`src/rtl/xirq_pkg.sv`:
```
`timescale 1ns/1ps
package xirq_pkg;
    localparam int WIN_W   = 16;
    localparam int PRIO_W  = 4;
    localparam int IDX_W   = 9;
    localparam int DATA_W  = 32;
    localparam int IDX_LSB = 2;

    typedef enum logic [1:0] {
        OP_READ  = 2'd0,
        OP_WRITE = 2'd1,
        OP_SET   = 2'd2,
        OP_CLEAR = 2'd3
    } csr_op_e;

    typedef enum logic [2:0] {
        SEL_PEND  = 3'd0,
        SEL_EN    = 3'd1,
        SEL_FORCE = 3'd2,
        SEL_PRIO  = 3'd3,
        SEL_LEVEL = 3'd4,
        SEL_NEXT  = 3'd5
    } csr_sel_e;

    typedef struct packed {
        logic              valid;
        logic [PRIO_W-1:0] prio;
        logic [IDX_W-1:0]  idx;
    } cand_t;

    function automatic logic [WIN_W-1:0] apply_op(csr_op_e op,
                                                  logic [WIN_W-1:0] cur,
                                                  logic [WIN_W-1:0] d);
        case (op)
            OP_WRITE: return d;
            OP_SET:   return cur | d;
            OP_CLEAR: return cur & ~d;
            default:  return cur;
        endcase
    endfunction

    // Left operand always carries the lower indices, so ties keep it.
    function automatic cand_t pick_better(cand_t lo, cand_t hi);
        if (hi.valid && (!lo.valid || hi.prio > lo.prio))
            return hi;
        return lo;
    endfunction
endpackage

```
`src/rtl/xirq_winarray.sv`:
```
`timescale 1ns/1ps
module xirq_winarray
    import xirq_pkg::*;
#(
    parameter int NUM_WIN = 4,
    parameter int SEL_W   = 5
) (
    input  logic                     clk_i,
    input  logic                     rst_i,
    input  logic                     acc_i,
    input  csr_op_e                  op_i,
    input  logic [SEL_W-1:0]         win_i,
    input  logic [WIN_W-1:0]         data_i,
    input  logic                     kill_i,
    input  logic [SEL_W+3:0]         kill_idx_i,
    output logic [NUM_WIN*WIN_W-1:0] bits_o,
    output logic [WIN_W-1:0]         rd_win_o
);
    logic [WIN_W-1:0] mem [NUM_WIN];

    function automatic logic [WIN_W-1:0] win_of(logic [NUM_WIN*WIN_W-1:0] v,
                                                logic [SEL_W-1:0] w);
        logic [WIN_W-1:0] r;
        r = '0;
        for (int k = 0; k < NUM_WIN; k++)
            if (w == SEL_W'(k)) r = v[k*WIN_W +: WIN_W];
        return r;
    endfunction

    generate
        for (genvar w = 0; w < NUM_WIN; w++) begin : g_win
            localparam logic [SEL_W-1:0] WSEL = SEL_W'(w);
            always_ff @(posedge clk_i) begin
                if (rst_i) begin
                    mem[w] <= '0;
                end else begin
                    if (acc_i && win_i == WSEL)
                        mem[w] <= apply_op(op_i, mem[w], data_i);
                    if (kill_i && kill_idx_i[SEL_W+3:4] == WSEL)
                        mem[w][kill_idx_i[3:0]] <= 1'b0;
                end
            end
            assign bits_o[w*WIN_W +: WIN_W] = mem[w];
        end
    endgenerate

    assign rd_win_o = win_of(bits_o, win_i);

    p_set_bits_r3: assert property (@(posedge clk_i) disable iff (rst_i)
        (acc_i && op_i == OP_SET && !kill_i && win_i < SEL_W'(NUM_WIN))
        |=> ((win_of(bits_o, $past(win_i)) & $past(data_i)) == $past(data_i)));

    p_clear_bits_r3: assert property (@(posedge clk_i) disable iff (rst_i)
        (acc_i && op_i == OP_CLEAR && win_i < SEL_W'(NUM_WIN))
        |=> ((win_of(bits_o, $past(win_i)) & $past(data_i)) == '0));

    p_oob_stable_r4: assert property (@(posedge clk_i) disable iff (rst_i)
        (acc_i && !kill_i && win_i >= SEL_W'(NUM_WIN)) |=> $stable(bits_o));
endmodule

```
`src/rtl/xirq_select.sv`:
```
`timescale 1ns/1ps
module xirq_select
    import xirq_pkg::*;
#(
    parameter int NUM_IRQ = 64
) (
    input  logic                      clk_i,
    input  logic                      rst_i,
    input  logic [NUM_IRQ-1:0]        pend_i,
    input  logic [NUM_IRQ-1:0]        en_i,
    input  logic [NUM_IRQ*PRIO_W-1:0] prio_i,
    input  logic [PRIO_W-1:0]         level_i,
    output logic [NUM_IRQ-1:0]        elig_o,
    output cand_t                     best_o
);
    localparam int LVLS   = $clog2(NUM_IRQ);
    localparam int LEAVES = 1 << LVLS;
    localparam int NODES  = 2 * LEAVES - 1;

    cand_t tree [NODES];

    generate
        for (genvar i = 0; i < LEAVES; i++) begin : g_leaf
            if (i < NUM_IRQ) begin : g_real
                assign elig_o[i] = pend_i[i] & en_i[i] &
                                   (prio_i[i*PRIO_W +: PRIO_W] >= level_i);
                assign tree[LEAVES-1+i] = '{valid: elig_o[i],
                                            prio:  prio_i[i*PRIO_W +: PRIO_W],
                                            idx:   IDX_W'(i)};
            end else begin : g_pad
                assign tree[LEAVES-1+i] = '0;
            end
        end
        for (genvar k = 0; k < LEAVES - 1; k++) begin : g_node
            assign tree[k] = pick_better(tree[2*k+1], tree[2*k+2]);
        end
    endgenerate

    assign best_o = tree[0];

    logic winner_elig;
    assign winner_elig = elig_o[best_o.idx[LVLS-1:0]];

    p_winner_eligible_r9: assert property (@(posedge clk_i) disable iff (rst_i)
        best_o.valid |-> winner_elig);

    p_none_means_empty_r9: assert property (@(posedge clk_i) disable iff (rst_i)
        !best_o.valid |-> (elig_o == '0));

    p_winner_meets_level_r7: assert property (@(posedge clk_i) disable iff (rst_i)
        best_o.valid |-> (best_o.prio >= level_i));
endmodule

```
`src/rtl/xirq_ctrl.sv`:
```
`timescale 1ns/1ps
module xirq_ctrl
    import xirq_pkg::*;
#(
    parameter int NUM_IRQ = 64
) (
    input  logic               clk_i,
    input  logic               rst_i,
    input  logic [NUM_IRQ-1:0] irq_lines_i,
    input  logic               csr_en_i,
    input  logic [2:0]         csr_sel_i,
    input  logic [1:0]         csr_op_i,
    input  logic [31:0]        csr_wdata_i,
    output logic [31:0]        csr_rdata_o,
    output logic               ext_irq_pending_o
);
    localparam int NWIN   = NUM_IRQ / WIN_W;
    localparam int NPWIN  = NUM_IRQ * PRIO_W / WIN_W;
    localparam int BSEL_W = 5;
    localparam int PSEL_W = 7;
    localparam int IW     = $clog2(NUM_IRQ);

    csr_sel_e sel;
    csr_op_e  op;
    logic     is_mod;
    assign sel    = csr_sel_e'(csr_sel_i);
    assign op     = csr_op_e'(csr_op_i);
    assign is_mod = csr_en_i && (op != OP_READ);

    logic [BSEL_W-1:0] bwin;
    logic [PSEL_W-1:0] pwin;
    logic [WIN_W-1:0]  wdat;
    assign bwin = csr_wdata_i[BSEL_W-1:0];
    assign pwin = csr_wdata_i[PSEL_W-1:0];
    assign wdat = csr_wdata_i[DATA_W-1:WIN_W];

    logic [NUM_IRQ-1:0]        en_bits, force_bits, pend, elig;
    logic [NUM_IRQ*PRIO_W-1:0] prio_bits;
    logic [WIN_W-1:0]          en_win, force_win, prio_win;
    logic [PRIO_W-1:0]         level_q;
    cand_t                     best;
    logic                      next_acc;

    assign next_acc = csr_en_i && sel == SEL_NEXT && best.valid;

    xirq_winarray #(.NUM_WIN(NWIN), .SEL_W(BSEL_W)) u_enable (
        .clk_i, .rst_i,
        .acc_i(is_mod && sel == SEL_EN), .op_i(op), .win_i(bwin), .data_i(wdat),
        .kill_i(1'b0), .kill_idx_i('0),
        .bits_o(en_bits), .rd_win_o(en_win)
    );

    xirq_winarray #(.NUM_WIN(NWIN), .SEL_W(BSEL_W)) u_force (
        .clk_i, .rst_i,
        .acc_i(is_mod && sel == SEL_FORCE), .op_i(op), .win_i(bwin), .data_i(wdat),
        .kill_i(next_acc), .kill_idx_i(best.idx),
        .bits_o(force_bits), .rd_win_o(force_win)
    );

    xirq_winarray #(.NUM_WIN(NPWIN), .SEL_W(PSEL_W)) u_prio (
        .clk_i, .rst_i,
        .acc_i(is_mod && sel == SEL_PRIO), .op_i(op), .win_i(pwin), .data_i(wdat),
        .kill_i(1'b0), .kill_idx_i('0),
        .bits_o(prio_bits), .rd_win_o(prio_win)
    );

    assign pend = irq_lines_i | force_bits;

    xirq_select #(.NUM_IRQ(NUM_IRQ)) u_select (
        .clk_i, .rst_i,
        .pend_i(pend), .en_i(en_bits), .prio_i(prio_bits), .level_i(level_q),
        .elig_o(elig), .best_o(best)
    );

    // Preemption level register
    always_ff @(posedge clk_i) begin
        if (rst_i) begin
            level_q <= '0;
        end else if (is_mod && sel == SEL_LEVEL) begin
            case (op)
                OP_WRITE: level_q <= csr_wdata_i[PRIO_W-1:0];
                OP_SET:   level_q <= level_q | csr_wdata_i[PRIO_W-1:0];
                OP_CLEAR: level_q <= level_q & ~csr_wdata_i[PRIO_W-1:0];
                default:  level_q <= level_q;
            endcase
        end
    end

    always_ff @(posedge clk_i) begin
        if (rst_i) ext_irq_pending_o <= 1'b0;
        else       ext_irq_pending_o <= |elig;
    end

    logic [WIN_W-1:0]  pend_win;
    logic [DATA_W-1:0] next_val;

    always_comb begin
        pend_win = '0;
        for (int w = 0; w < NWIN; w++)
            if (bwin == BSEL_W'(w)) pend_win = pend[w*WIN_W +: WIN_W];
    end

    assign next_val = best.valid
        ? {{(DATA_W-IDX_W-IDX_LSB){1'b0}}, best.idx, {IDX_LSB{1'b0}}}
        : {1'b1, {(DATA_W-1){1'b0}}};

    always_comb begin
        case (sel)
            SEL_PEND:  csr_rdata_o = {pend_win,  {(WIN_W-BSEL_W){1'b0}}, bwin};
            SEL_EN:    csr_rdata_o = {en_win,    {(WIN_W-BSEL_W){1'b0}}, bwin};
            SEL_FORCE: csr_rdata_o = {force_win, {(WIN_W-BSEL_W){1'b0}}, bwin};
            SEL_PRIO:  csr_rdata_o = {prio_win,  {(WIN_W-PSEL_W){1'b0}}, pwin};
            SEL_LEVEL: csr_rdata_o = {{(DATA_W-PRIO_W){1'b0}}, level_q};
            SEL_NEXT:  csr_rdata_o = next_val;
            default:   csr_rdata_o = '0;
        endcase
    end

    logic unused_bits;
    assign unused_bits = ^{csr_wdata_i[WIN_W-1:PSEL_W], best.prio};

    p_force_retired_r11: assert property (@(posedge clk_i) disable iff (rst_i)
        next_acc |=> !force_bits[$past(best.idx[IW-1:0])]);

    p_pend_rises_r8: assert property (@(posedge clk_i) disable iff (rst_i)
        (|elig) |=> ext_irq_pending_o);

    p_pend_falls_r8: assert property (@(posedge clk_i) disable iff (rst_i)
        !(|elig) |=> !ext_irq_pending_o);
endmodule

```
`config.mk`:
```
export PLATFORM = sky130hd
export DESIGN_NAME = xirq_ctrl
export DESIGN_NICKNAME = d
export VERILOG_FILES = /design/src/rtl/xirq_pkg.sv /design/src/rtl/xirq_winarray.sv /design/src/rtl/xirq_select.sv /design/src/rtl/xirq_ctrl.sv
export SDC_FILE = /design/constraint.sdc
export NUM_CORES = 2
export LEC_CHECK = 0
export ABC_AREA = 1
export BUFFER_PORTS_ARGS = -buffer_cell sky130_fd_sc_hd__buf_2
export CORE_MARGIN = 8
export CORE_UTILIZATION = 25
export CTS_CLUSTER_SIZE = 12
export DETAILED_ROUTE_END_ITERATION = 8
export SLEW_MARGIN = 0
export SYNTH_ARGS = -nofsm -noshare
export SYNTH_HDL_FRONTEND = slang
export SYNTH_SLANG_ARGS = --single-unit
```
`constraint.sdc`:
```
create_clock -name clk_i -period 14.8 [get_ports clk_i]
set_input_delay 2.96 -clock clk_i [delete_from_list [all_inputs] [get_ports clk_i]]
set_output_delay 2.96 -clock clk_i [all_outputs]
set_load 0.02 [all_outputs]
```
==> results_dict.tcl <==
set metrics [dict create \
    grt.total_usage_pct 19.4 \
    synth_top_area_share_pct 30.1 \
    cts-htree-levels 2 \
    synth-seq-cells 389 \
    worstPathMaxFanout 12 \
    avgSynthCellArea_um2 7.12 \
    maxCapViolations 0 \
    synth_cells 5379 \
    worstHoldPathType "register to register" \
    yosysSeqAreaShare_pct 30.4 \
    die_h_um 407 \
    path_class "input pin to output pin" \
    slew_headroom_pct 9.17 \
    synth_compound_area_share_pct 13.0 \
    reg2reg_slack_ps 3940 \
    synth_ff_type "edfxtp_1" \
    num_vias 39600 \
    cts-root-buf "clkbuf_16" \
    synth_simple_gate_area_share_pct 30.6 \
    synth-adder-area-share_pct 16.8 \
    ant_nets 0 \
    ys_types 50 \
    clock.fmax_mhz 70.9 \
    routed_wirelength_um 171000 \
    cts.reportedPaths.clkPinSlew_ps 60 \
    hold_viol 0 \
    grt_max_degree 35 \
    cp_data_arrival_time_ps 11140 \
    min_period_over_period_pct 95.3 \
    antenna_found_initial 27 \
    clock_latency_ps 630 \
    clock-skew-final_ps 37.8 \
    fin_total_pwr_mw 5.70 \
    hpwl_um 126000 \
    setup_viol 0 \
    place.gp.congestion 0.988 \
    grt_pass1_vias 35600 \
    finalSetupTns_ps 0 \
    die_width_um 407 \
    synth-async-reset-ratio_pct 0 \
    yosysTopAreaCell "edfxtp_1" \
    start_util_pct 25.2 \
    yosysWarningCount 0 \
    grt_pass1_wl_um 244000 \
    p_leak_nw 19.9 \
    io_buffers 119 \
    synth_mux_area_share_pct 0 \
    synth_edf_count 384 \
    dr.first_iter.drc_count 5019 \
    rsz0062_at_grt "no" \
    wl_per_cell_um 22.6 \
    critPathSlowestCell "o21ai_0" \
    synth_top_family_by_area "simple AND/OR/NAND/NOR gates" \
    hold_ws_ps 617 \
    drtPass1Iterations 7 \
    core-area_um2 152000 \
    synth_area_leaders "edfxtp_1 (30%), ha_1 (17%), nand2_1 (12%)" \
    worst_pin_slew_ps 1360 \
    cp.required_ps 11840 \
    drive_gt1_share_pct 9.48 \
    crit_path_start_kind "input pin" \
    syn-cell-area_um2 38300 \
    synth_xor_area_share_pct 0 \
    syn2layout_area_growth_pct 13.4 \
    rows 143 \
    ir_drop_v 0.000538 \
    synth_most_common_cell "nand2_1" \
    cts_buffer_depth 3 \
    cp-end-kind "output pin" \
    overflow 0 \
    status "complete, no violations" \
    boundaryPins 137 \
    slowest_delay_ps 480 \
    cts.sinks 389 \
    cts_tree "yes" \
    maxSlewViolCount 0 \
    drc_errors 0 \
    cts_buffers 48 \
    power_density_nw_per_um2 131 \
    min_period_ps 14100 \
    die-area_um2 166000 \
    synth_commonest_cells "nand2_1 (1208), inv_1 (666), nor2_1 (650)" \
    fin_nets 6103 \
    viasPerCell 5.23 \
]
[per-stage QoR]
stage,instance area (um2),cells,setup WS [ps],util (%)
after global placement,41700,7465,640,27.4
after detailed placement,41700,7465,488,27.4
after floorplan,38300,5386,2130,-
final,43400,7570,696,28.5
after CTS,43300,7554,466,28.5
after global routing,43400,7555,5.44,28.5
[worst max-delay path: cells and delay by family]
kind,cells,cell delay (ps)
AOI/OAI and AO/OA,18,2860
adders and majority gates,5,1540
buffers and inverters,9,1040
and+or+nand+nor,21,2710
[final cells by class]
type	count	area [um2]
diodes	15	37.5
flip-flops and latches	389	11600
repair buffers	248	1580
inverters	691	2610
clock buffers	56	1270
fillers	16700	109000
well taps	2030	2540
clock inverters	33	337
multi-input cells	4108	23400
[power by group]
group | switching, mW | internal (mW) | leakage (nW)
Combinational | 2.33 | 0.822 | 15.1
Clock | 0.532 | 0.722 | 0.774
Sequential | 0.0469 | 1.25 | 4.00
[cells by family (layout without fill, tap and decap cells)]
family / after synthesis / in the layout
AND/OR/NAND/NOR: 2666 / 2666
flip-flops: 389 / 389
other: 1 / 23
adder cells (fa/ha/maj): 513 / 513
buffers and inverters: 889 / 1028
AO/OA/AOI/OAI: 921 / 921
[worst paths after layout]
check,end,depth (start not counted),start
min reg2reg,u_enable.mem[1][9],2,u_enable.mem[1][9]
max,csr_rdata_o[6],53,irq_lines_i[3]
max reg2reg,u_force.mem[3][0],64,level_q[3]
min,u_enable.mem[1][9],2,u_enable.mem[1][9]
[registers in the layout (all words and copies together), names as in the netlist]
signal and cells:
ext_irq_pending_o 1, level_q 4, u_enable.mem 64, u_force.mem 64, u_prio.mem 256
[per-layer routing]
metal | up-vias | part of all wire [%] | GRT usage, %
met2 | 2400 | 41 | 28.3
met5 | - | 0.054 | 0
met1 | 18400 | 41 | 26.6
li1 | 18400 | - | -
met4 | 12 | 5.2 | 8.54
met3 | 394 | 13 | 5.43
[placed cells by master, fill, tap and decap left out, types with 5 or more instances in the layout]
cell,Yosys,layout
a21oi_1,275,262
inv_2,21,23
diode_2,0,15
o31ai_1,17,17
nor2_8,8,8
o21bai_1,30,30
o211ai_1,6,6
clkbuf_16,0,50
conb_1,1,8
clkinv_2,0,9
buf_4,17,128
clkinvlp_4,0,5
o21ai_1,11,49
o21ai_2,2,7
nand2_2,43,45
edfxtp_1,384,384
or2_2,5,5
bufinv_16,0,6
buf_2,13,119
nand3_2,20,20
nand2_1,1208,1206
o21ai_0,460,417
nand4_1,79,79
nor2_2,17,31
o22ai_1,74,74
nand2_4,16,16
inv_1,666,661
a211oi_1,30,30
clkinv_1,3,15
nor2_4,16,22
clkbuf_1,146,6
nor2_1,650,630
a21oi_4,0,13
nand3_1,247,247
ha_1,513,513
nor3_1,345,343
[timing repair]
action | 4_1_cts | 5_1_grt
hold buffers | 0 | 0
resized for setup | 0 | 48
hold endpoints to repair | 0 | 0
setup endpoints to repair | 0 | 6
setup buffers | 0 | 1
No activity file was read; power rests on OpenSTA's default activity.
